<file path="src/rtl/pgpio_pkg.sv">
package pgpio_pkg;
    localparam int BYTE_W = 8;

    typedef enum logic [BYTE_W-1:0] {
        PG_EN  = 8'h80,
        PG_POL = 8'h40,
        PG_ID  = 8'hC0
    } page_e;

    localparam int SUM_OFS  = 6;
    localparam int PAGE_OFS = 7;
    localparam int WIN_OFS  = 8;
endpackage

</file>
<file path="src/rtl/pgpio_page_fsm.sv">
module pgpio_page_fsm
    import pgpio_pkg::*;
(
    input  logic              clk,
    input  logic              rst_n,
    input  logic              sel_wr,
    input  logic [BYTE_W-1:0] sel_data,
    output page_e             page,
    output logic [BYTE_W-1:0] page_code
);
    page_e state_q, state_d;

    always_ff @(posedge clk or negedge rst_n) begin
        if (!rst_n) state_q <= PG_ID;
        else        state_q <= state_d;
    end

    always_comb begin
        state_d = state_q;
        unique case (state_q)
            PG_EN, PG_POL, PG_ID: begin
                if (sel_wr) begin
                    if (sel_data == PG_EN)       state_d = PG_EN;
                    else if (sel_data == PG_POL) state_d = PG_POL;
                    else if (sel_data == PG_ID)  state_d = PG_ID;
                end
            end
        endcase
    end

    always_comb begin
        page      = state_q;
        page_code = state_q;
    end

    a_r3_page_hold: assert property (@(posedge clk) disable iff (!rst_n)
        !sel_wr |=> $stable(state_q));
    a_r3_page_legal: assert property (@(posedge clk) disable iff (!rst_n)
        (state_q == PG_EN) || (state_q == PG_POL) || (state_q == PG_ID));
endmodule

</file>
<file path="src/rtl/pgpio_edge_port.sv">
module pgpio_edge_port #(
    parameter int W = 8
) (
    input  logic         clk,
    input  logic         rst_n,
    input  logic [W-1:0] pins,
    input  logic         en_wr,
    input  logic         pol_wr,
    input  logic [W-1:0] wdata,
    output logic [W-1:0] en_q,
    output logic [W-1:0] pol_q,
    output logic [W-1:0] pend_q
);
    logic [W-1:0] s1_q, s2_q, prev_q, hit;

    always_ff @(posedge clk or negedge rst_n) begin
        if (!rst_n) begin
            s1_q   <= '0;
            s2_q   <= '0;
            prev_q <= '0;
        end else begin
            s1_q   <= pins;
            s2_q   <= s1_q;
            prev_q <= s2_q;
        end
    end

    // rising when polarity 1, falling when polarity 0
    always_comb begin
        for (int i = 0; i < W; i++)
            hit[i] = en_q[i] && (s2_q[i] != prev_q[i]) && (s2_q[i] == pol_q[i]);
    end

    always_ff @(posedge clk or negedge rst_n) begin
        if (!rst_n) begin
            en_q   <= '0;
            pol_q  <= '0;
            pend_q <= '0;
        end else begin
            if (pol_wr) pol_q <= wdata;
            if (en_wr) begin
                en_q   <= wdata;
                pend_q <= pend_q & wdata;
            end else begin
                pend_q <= pend_q | hit;
            end
        end
    end

    a_r5_no_pend_disabled: assert property (@(posedge clk) disable iff (!rst_n)
        1'b1 |=> ((pend_q & ~$past(en_q)) == '0));
    a_r6_sticky: assert property (@(posedge clk) disable iff (!rst_n)
        !en_wr |=> ((pend_q & $past(pend_q)) == $past(pend_q)));
endmodule

</file>
<file path="src/rtl/pgpio_ctrl.sv">
module pgpio_ctrl
    import pgpio_pkg::*;
#(
    parameter int NPORT     = 6,
    parameter int NIRQ_PORT = 3,
    parameter int AW        = 4
) (
    input  logic                    clk,
    input  logic                    rst_n,
    input  logic [AW-1:0]           bus_addr,
    input  logic                    bus_wr,
    input  logic [BYTE_W-1:0]       bus_wdata,
    output logic [BYTE_W-1:0]       bus_rdata,
    input  logic [NPORT*BYTE_W-1:0] pin_in,
    output logic [NPORT*BYTE_W-1:0] pin_sink,
    output logic                    irq_out
);
    localparam int W = BYTE_W;

    page_e                         page;
    logic [W-1:0]                  page_code;
    logic [NIRQ_PORT-1:0][W-1:0]   en_all, pol_all, pend_all;
    logic [NIRQ_PORT-1:0]          summary;
    logic [NPORT*W-1:0]            latch_q;
    logic                          en_win_wr;

    pgpio_page_fsm i_page (
        .clk       (clk),
        .rst_n     (rst_n),
        .sel_wr    (bus_wr && (int'(bus_addr) == PAGE_OFS)),
        .sel_data  (bus_wdata),
        .page      (page),
        .page_code (page_code)
    );

    for (genvar p = 0; p < NIRQ_PORT; p++) begin : g_irq_port
        pgpio_edge_port #(.W(W)) i_port (
            .clk    (clk),
            .rst_n  (rst_n),
            .pins   (pin_in[p*W +: W]),
            .en_wr  (bus_wr && (int'(bus_addr) == WIN_OFS + p) && (page == PG_EN)),
            .pol_wr (bus_wr && (int'(bus_addr) == WIN_OFS + p) && (page == PG_POL)),
            .wdata  (bus_wdata),
            .en_q   (en_all[p]),
            .pol_q  (pol_all[p]),
            .pend_q (pend_all[p])
        );
        assign summary[p] = |pend_all[p];
    end

    always_ff @(posedge clk or negedge rst_n) begin
        if (!rst_n) latch_q <= '0;
        else begin
            for (int p = 0; p < NPORT; p++)
                if (bus_wr && (int'(bus_addr) == p)) latch_q[p*W +: W] <= bus_wdata;
        end
    end

    assign pin_sink = latch_q;
    assign irq_out  = |summary;

    always_comb begin
        int a;
        a = int'(bus_addr);
        bus_rdata = '0;
        if (a < NPORT) begin
            bus_rdata = pin_in[a*W +: W];
        end else if (a == SUM_OFS) begin
            bus_rdata = W'(summary);
        end else if (a == PAGE_OFS) begin
            bus_rdata = page_code;
        end else if (a >= WIN_OFS && a < WIN_OFS + NIRQ_PORT) begin
            unique case (page)
                PG_EN:  bus_rdata = en_all[a-WIN_OFS];
                PG_POL: bus_rdata = pol_all[a-WIN_OFS];
                PG_ID:  bus_rdata = pend_all[a-WIN_OFS];
            endcase
        end
    end

    assign en_win_wr = bus_wr && (page == PG_EN) &&
                       (int'(bus_addr) >= WIN_OFS) && (int'(bus_addr) < WIN_OFS + NIRQ_PORT);

    a_r8_irq_hold: assert property (@(posedge clk) disable iff (!rst_n)
        (irq_out && !en_win_wr) |=> irq_out);
    a_r1_latch_load: assert property (@(posedge clk) disable iff (!rst_n)
        (bus_wr && int'(bus_addr) == 0) |=> (pin_sink[W-1:0] == $past(bus_wdata)));
    a_r10_unmapped_zero: assert property (@(posedge clk) disable iff (!rst_n)
        (int'(bus_addr) >= WIN_OFS + NIRQ_PORT) |-> (bus_rdata == '0));
endmodule

</file>
<file path="config.mk">
export PLATFORM = sky130hd
export DESIGN_NAME = pgpio_ctrl
export DESIGN_NICKNAME = d
export VERILOG_FILES = /design/src/rtl/pgpio_pkg.sv /design/src/rtl/pgpio_page_fsm.sv /design/src/rtl/pgpio_edge_port.sv /design/src/rtl/pgpio_ctrl.sv
export SDC_FILE = /design/constraint.sdc
export NUM_CORES = 1
export LEC_CHECK = 0
export BUFFER_PORTS_ARGS = -buffer_cell sky130_fd_sc_hd__buf_4
export CAP_MARGIN = 20
export CORE_UTILIZATION = 61
export CTS_CLUSTER_SIZE = 8
export DETAILED_ROUTE_END_ITERATION = 10
export PLACE_DENSITY = 0.84
export SYNTH_ARGS = -nofsm -noshare
export SYNTH_HDL_FRONTEND = slang
export SYNTH_HIERARCHICAL = 1
export SYNTH_SLANG_ARGS = --single-unit
export TNS_END_PERCENT = 1
</file>
<file path="constraint.sdc">
create_clock -name clk -period 4.2 [get_ports clk]
set_input_delay 0.63 -clock clk [delete_from_list [all_inputs] [get_ports clk]]
set_output_delay 0.63 -clock clk [all_outputs]
set_load 0.02 [all_outputs]
</file>
### Word-level counts from Yosys, hierarchy flattened

Index checks and enable logic that the tools add are counted.

* add/sub/neg operators: 1
* $mul: 0
* div/mod/pow operators: 0
* magnitude comparators: 4
* eq/ne operators: 66
* shift operators: 1
* muxes and demuxes: 22
* bitwise gates (word level): 6
* reduce and logical (&&, ||, !) cells: 72

Operators by type and width (number)
* 8-bit 2-to-1 mux: 18
* 1-bit logical AND: 65
* 8-bit binary-select mux with 2-bit select: 3
* 48-bit by 8-bit variable part select with 8-bit output: 1
* 8-bit == test (second input constant): 4
* 4-bit == test (second input constant): 7
* 8-bit AND: 3
* 1-bit == test: 24
* 1-bit inequality test: 24
* 8-bit OR: 3
* 8-bit case mux with 3 select lines: 1
* 24-bit OR reduction: 1
* 8-bit OR reduction: 3
* 8-bit by 7-bit == test with 1-bit output (second input constant): 2
* 4-bit by 3-bit == test with 1-bit output (second input constant): 2
* 5-bit by 4-bit < comparator with 1-bit output (second input constant): 1
* 4-bit by 4-bit subtractor with 5-bit output (second input constant): 1
* 4-bit by 2-bit == test with 1-bit output (second input constant): 1
* 4-bit greater-or-equal comparator (second input constant): 1
* 4-bit logical NOT: 1
* 4-bit by 3-bit < comparator with 1-bit output (second input constant): 1
* 4-bit < comparator (second input constant): 1
* 4-bit by 1-bit inequality test with 1-bit output (second input constant): 1
* 3-bit OR reduction: 1
* 2 further kinds: 2

* flip-flop bits (word level): 200
* bits in latches: 0
* RAM bits: 0
* bits in read-only memories: 0
* input port bits: 63
* output and inout bits: 57
* logic and storage cells: 197
* memories: 0

### Logic depth before layout (Yosys ltp)

* word-level depth: 9
* gate-level depth with buffers: 11
* mapped depth without buffers: 7

### Modules after synthesis

Netlist, hierarchy kept.

Modules (own cells, without submodules)
* pgpio_edge_port: times used 3, cells an instance 122, area each 1640.3 um2, seq. area each 1201.2 um2
* pgpio_ctrl: times used 1, cells an instance 294, area each 3169.3 um2, seq. area each 1201.2 um2
* pgpio_page_fsm: times used 1, cells an instance 28, area each 244.0 um2, seq. area each 52.6 um2

### Least setup slack after synthesis

Ideal clock, no wire load.

* path type: input-to-output
* start: input port bus_addr[1]
* end: output port bus_rdata[0]
* data arrival time: 1.993 ns
* required time: 3.570 ns
* slack: 1.577 ns
* stages on the path: 7
* buffers on the path: 3
* cells stage by stage: clkbuf_1 -> buf_4 -> buf_2 -> mux2i_1 -> o22ai_1 -> a221oi_1 -> o221ai_1

* cells in the longest elaborated chain, start to end: 9
* elaborated cells on any way between the ends: 22
* classes of those cells: 1 x add/sub; 3 x order compare; 2 x eq/ne; 1 x shift; 14 x mux; 1 x reduce/logical

Ends and longest elaborated chain
* start, declared: RTL line pgpio_ctrl.sv:10 `input logic [AW-1:0] bus_addr,`
* 4-bit by 4-bit subtractor with 5-bit output: RTL line pgpio_ctrl.sv:74, pgpio_ctrl.sv:75, pgpio_ctrl.sv:76
* 8-bit binary-select mux with 2-bit select, on equally long branches: RTL line pgpio_ctrl.sv:76, pgpio_ctrl.sv:74, pgpio_ctrl.sv:75
* 8-bit 2-to-1 mux, on equally long branches (2 in series): RTL line pgpio_ctrl.sv:76, pgpio_ctrl.sv:74, pgpio_ctrl.sv:75
* 8-bit case mux with 3 select lines: RTL line pgpio_ctrl.sv:73 `unique case (page)`
* 8-bit 2-to-1 mux: RTL line pgpio_ctrl.sv:72 `end else if (a >= WIN_OFS && a < WIN_OFS + NIRQ_PORT) begin`
* 8-bit 2-to-1 mux: RTL line pgpio_ctrl.sv:70 `end else if (a == PAGE_OFS) begin`
* 8-bit 2-to-1 mux: RTL line pgpio_ctrl.sv:68 `end else if (a == SUM_OFS) begin`
* 8-bit 2-to-1 mux *: RTL line pgpio_ctrl.sv:66 `if (a < NPORT) begin`
* end, declared: RTL line pgpio_ctrl.sv:13 `output logic [BYTE_W-1:0] bus_rdata,`

Every way passes the cells marked *; elsewhere a longest branch is shown, timed or not. The select of a mux whose other input is x is not followed.

### Final worst setup path

* start: input port bus_addr[1]
* end: output port bus_rdata[6]

Same word-level chain as after synthesis.

==> out/qor.yml <==
clock_sinks: 194
ys_seq_area_share_pct: 58.3
die-width_um: 119
final_hold_viol_count: 0
overflow: 0
numCtsBuffers: 17
grt_pass1_wl_um: 33500
fillers: 865
area_growth_pct: 18.8
drv_cap: 0
htree_levels: 4
ys_async_sr_fraction_pct: 100
rows: 42
p_int_w: 0.00343
grt_max_degree: 108
setup_viol: 0
path_buf_inv: 2
maxSlewViolCount: 0
max_clock_freq_ghz: 0.319
cts_buffer_depth: 2
cts_tree: "built"
coreArea_um2: 13300
nets: 865
fin_area_um2: 9900
first_pass_iters: 8
fin_setup_tns_ns: 0
clock_power_share_pct: 37.1
hpwl_um: 14200
critPathCaptureType: "primary output"
powerDensity_nw_per_um2: 478
ctsRootBufferMaster: "clkbuf_16"
criticalPathCategory: "primary input to primary output"
status: "finished, final reports clean"
cp-start-kind: "primary input"
wl_per_cell_um: 21.1
io_pins: 120
grt_use_total_pct: 31.7
relSlewSlack_pct: 20.5
drive_above_1_share_pct: 32.5
clk_transition_reported_paths_ns: 0.07
portBuffers: 119
synth_area_um2: 8330
stdcell_count: 991
hold_buffers: 0
cpMostUsedCell: "buf_4"
initial_core_util_pct: 62.7
ff_latch_area_um2: 4860
synth_edf_count: 0
antenna_left: 0
synthFlopType: "dfrtp_1"
dp.cells: 959
die_y_um: 119
drt-total-wl_um: 20900
cp_top_family: "simple AND/OR/NAND/NOR gates"
viasPerCell: 6.10
crit_fanout: 36
placed_area_um2: 9260
worst_hold_slack_ns: 0.249
drt_iter0_drc: 583
multi_input_area_um2: 3210
ys_warn_count: 6
final_cell_mix: "dfrtp_1, buf_4, nand2_1"
worst_ir_drop_vdd_uv: 510
cts_resized: 0
post-route-util_pct: 74.5
die_area_um2: 14100
drc: 0
cts_setup_buffers: 0
hold_class: "primary input to async pin"
layout_min_cycle_time_ns: 3.13
p_comb_share_pct: 17.3
worstPathRequired_ns: 3.57
rsz0062_at_grt: "false"
synth_cells: 688
worst_skew_pair.late_latency_ns: 0.43
antenna_found_initial: 0
p_switching_w: 0.00130
switching_share_pct: 27.4
path_cells: "buf_4 > nand2_1 > nor2_1 > a22oi_1 > o211ai_1 > buf_4"
final.setup_skew_ns: 0.00800
final_common_cell: "dfrtp_1"
diodes: 0
rrSetupSlack_ns: 1.64
p_leak_nw: 4.69
worstMarginPinSlew_ns: 1.19
ys_seq_elements: 194
fin_crit_sh_pct: 74.5
grt_pass1_vias: 6228
cp_slowest_cell: "nor2_1"
power.share.sequential_pct: 45.6
cp_slowest_stage_delay_ns: 0.59
gp_congestion: 0.877
vias: 6046
ys_types: 45
syn_avg_cell_area_um2: 12.1
crit_arrival_ns: 2.50
==> worst register-to-register path: cells and delay by family, from the launching register on <==
| kind | cells | cell delay (ns) |
|---|---|---|
| DFF | 1 | 0.73 |
| and+or+nand+nor | 3 | 1.11 |
| AOI/OAI and AO/OA | 2 | 0.34 |
| buffers and inverters | 1 | 0.25 |
==> layout make-up <==
| cell class | count | share of cell area, % |
|---|---|---|
| multi-input cells | 460 | 32.4 |
| inverters | 4 | 0.228 |
| clock inverters | 13 | 1.97 |
| clock buffers | 19 | 4.47 |
| repair buffers | 125 | 9.64 |
| well taps | 176 | 2.22 |
| flip-flops and latches | 194 | 49.1 |
==> cell usage after synthesis (2+ instances only) <==
| library cell | number | share of area [%] |
|---|---|---|
| a221oi_1 | 6 | 0.63 |
| o221ai_1 | 3 | 0.32 |
| o21a_1 | 3 | 0.27 |
| a41oi_1 | 2 | 0.21 |
| clkbuf_1 | 4 | 0.18 |
| dfrtp_1 | 192 | 58 |
| dfstp_2 | 2 | 0.63 |
| buf_6 | 9 | 1.2 |
| mux2_2 | 89 | 12 |
| a32o_1 | 3 | 0.36 |
| nand2_1 | 90 | 4.1 |
| or2b_1 | 2 | 0.18 |
| o21ai_1 | 27 | 1.6 |
| nand2b_1 | 16 | 1.2 |
| a21oi_1 | 33 | 2.0 |
| nand4_1 | 3 | 0.23 |
| nor4_1 | 6 | 0.45 |
| o22ai_1 | 6 | 0.45 |
| nand3_1 | 6 | 0.36 |
| mux4_2 | 5 | 1.4 |
| and3b_1 | 21 | 2.2 |
| o21ai_0 | 33 | 2.0 |
| inv_4 | 3 | 0.23 |
| a2bb2oi_1 | 2 | 0.21 |
| nor2_2 | 2 | 0.15 |
| a22oi_1 | 10 | 0.90 |
| o211ai_1 | 10 | 0.90 |
| nor2_1 | 29 | 1.3 |
| nor2b_1 | 5 | 0.38 |
| nor3_1 | 2 | 0.12 |
| buf_4 | 17 | 1.5 |
| mux2i_1 | 24 | 2.9 |
| buf_2 | 11 | 0.66 |
==> stage by stage <==
stage,total power (W),setup slack [ns]
floorplan,0.00262,1.58
finish,0.00473,1.07
global route,0.00490,0.998
detailed placement,0.00300,1.12
CTS,0.00474,1.13
global placement,0.00297,1.15
==> sequential cells by signal, indices dropped and copies added (netlist names) <==
signal	cells
i_page/page	2
g_irq_port.i_port/s2_q	24
g_irq_port.i_port/pend_q	24
g_irq_port.i_port/pol_q	24
g_irq_port.i_port/en_q	24
g_irq_port.i_port/prev_q	24
g_irq_port.i_port/s1_q	24
pin_sink	48
==> power groups by stage <==
stage	logic (W)	registers, W	clock network (W)
after detailed placement	0.000813	0.00219	0
after floorplan	0.000330	0.00229	0
after CTS	0.000817	0.00216	0.00177
after global routing	0.000869	0.00218	0.00185
after global placement	0.000793	0.00217	0
final	0.000817	0.00216	0.00176
==> layer usage <==
layer	part of all wire (%)	global-route usage [%]	up-vias
li1	-	-	2671
met1	41	42.4	3027
met2	46	48.6	295
met3	8.8	9.10	53
met4	3.4	13.9	0
met5	0	0	-
==> path summary, 6_finish.rpt <==
path                       cells after the start                         start                             end
setup reg to reg                               6                i_page/page[7]  g_irq_port[0].i_port/pend_q[2]
hold / removal                                 1                         rst_n   g_irq_port[0].i_port/pol_q[4]
min in group clk                               1                    pin_in[17]    g_irq_port[2].i_port/s1_q[1]
setup / recovery                               6                   bus_addr[1]                    bus_rdata[6]
max in group asynchronous                      2                         rst_n                    pin_sink[31]
hold reg to reg                                0  g_irq_port[0].i_port/s1_q[3]    g_irq_port[0].i_port/s2_q[3]
==> cell families (layout without fill, tap and decap cells) <==
group                  after synthesis  after routing  synth area share [%]
buffers and inverters               45            161                  3.86
AO/OA/AOI/OAI                      139            139                  9.94
multiplexers                       118            118                  16.3
flip-flops                         194            194                  58.3
other                                1             12                0.0450
AND/OR/NAND/NOR                    191            191                  11.6
(Power assumes the default switching activity.)
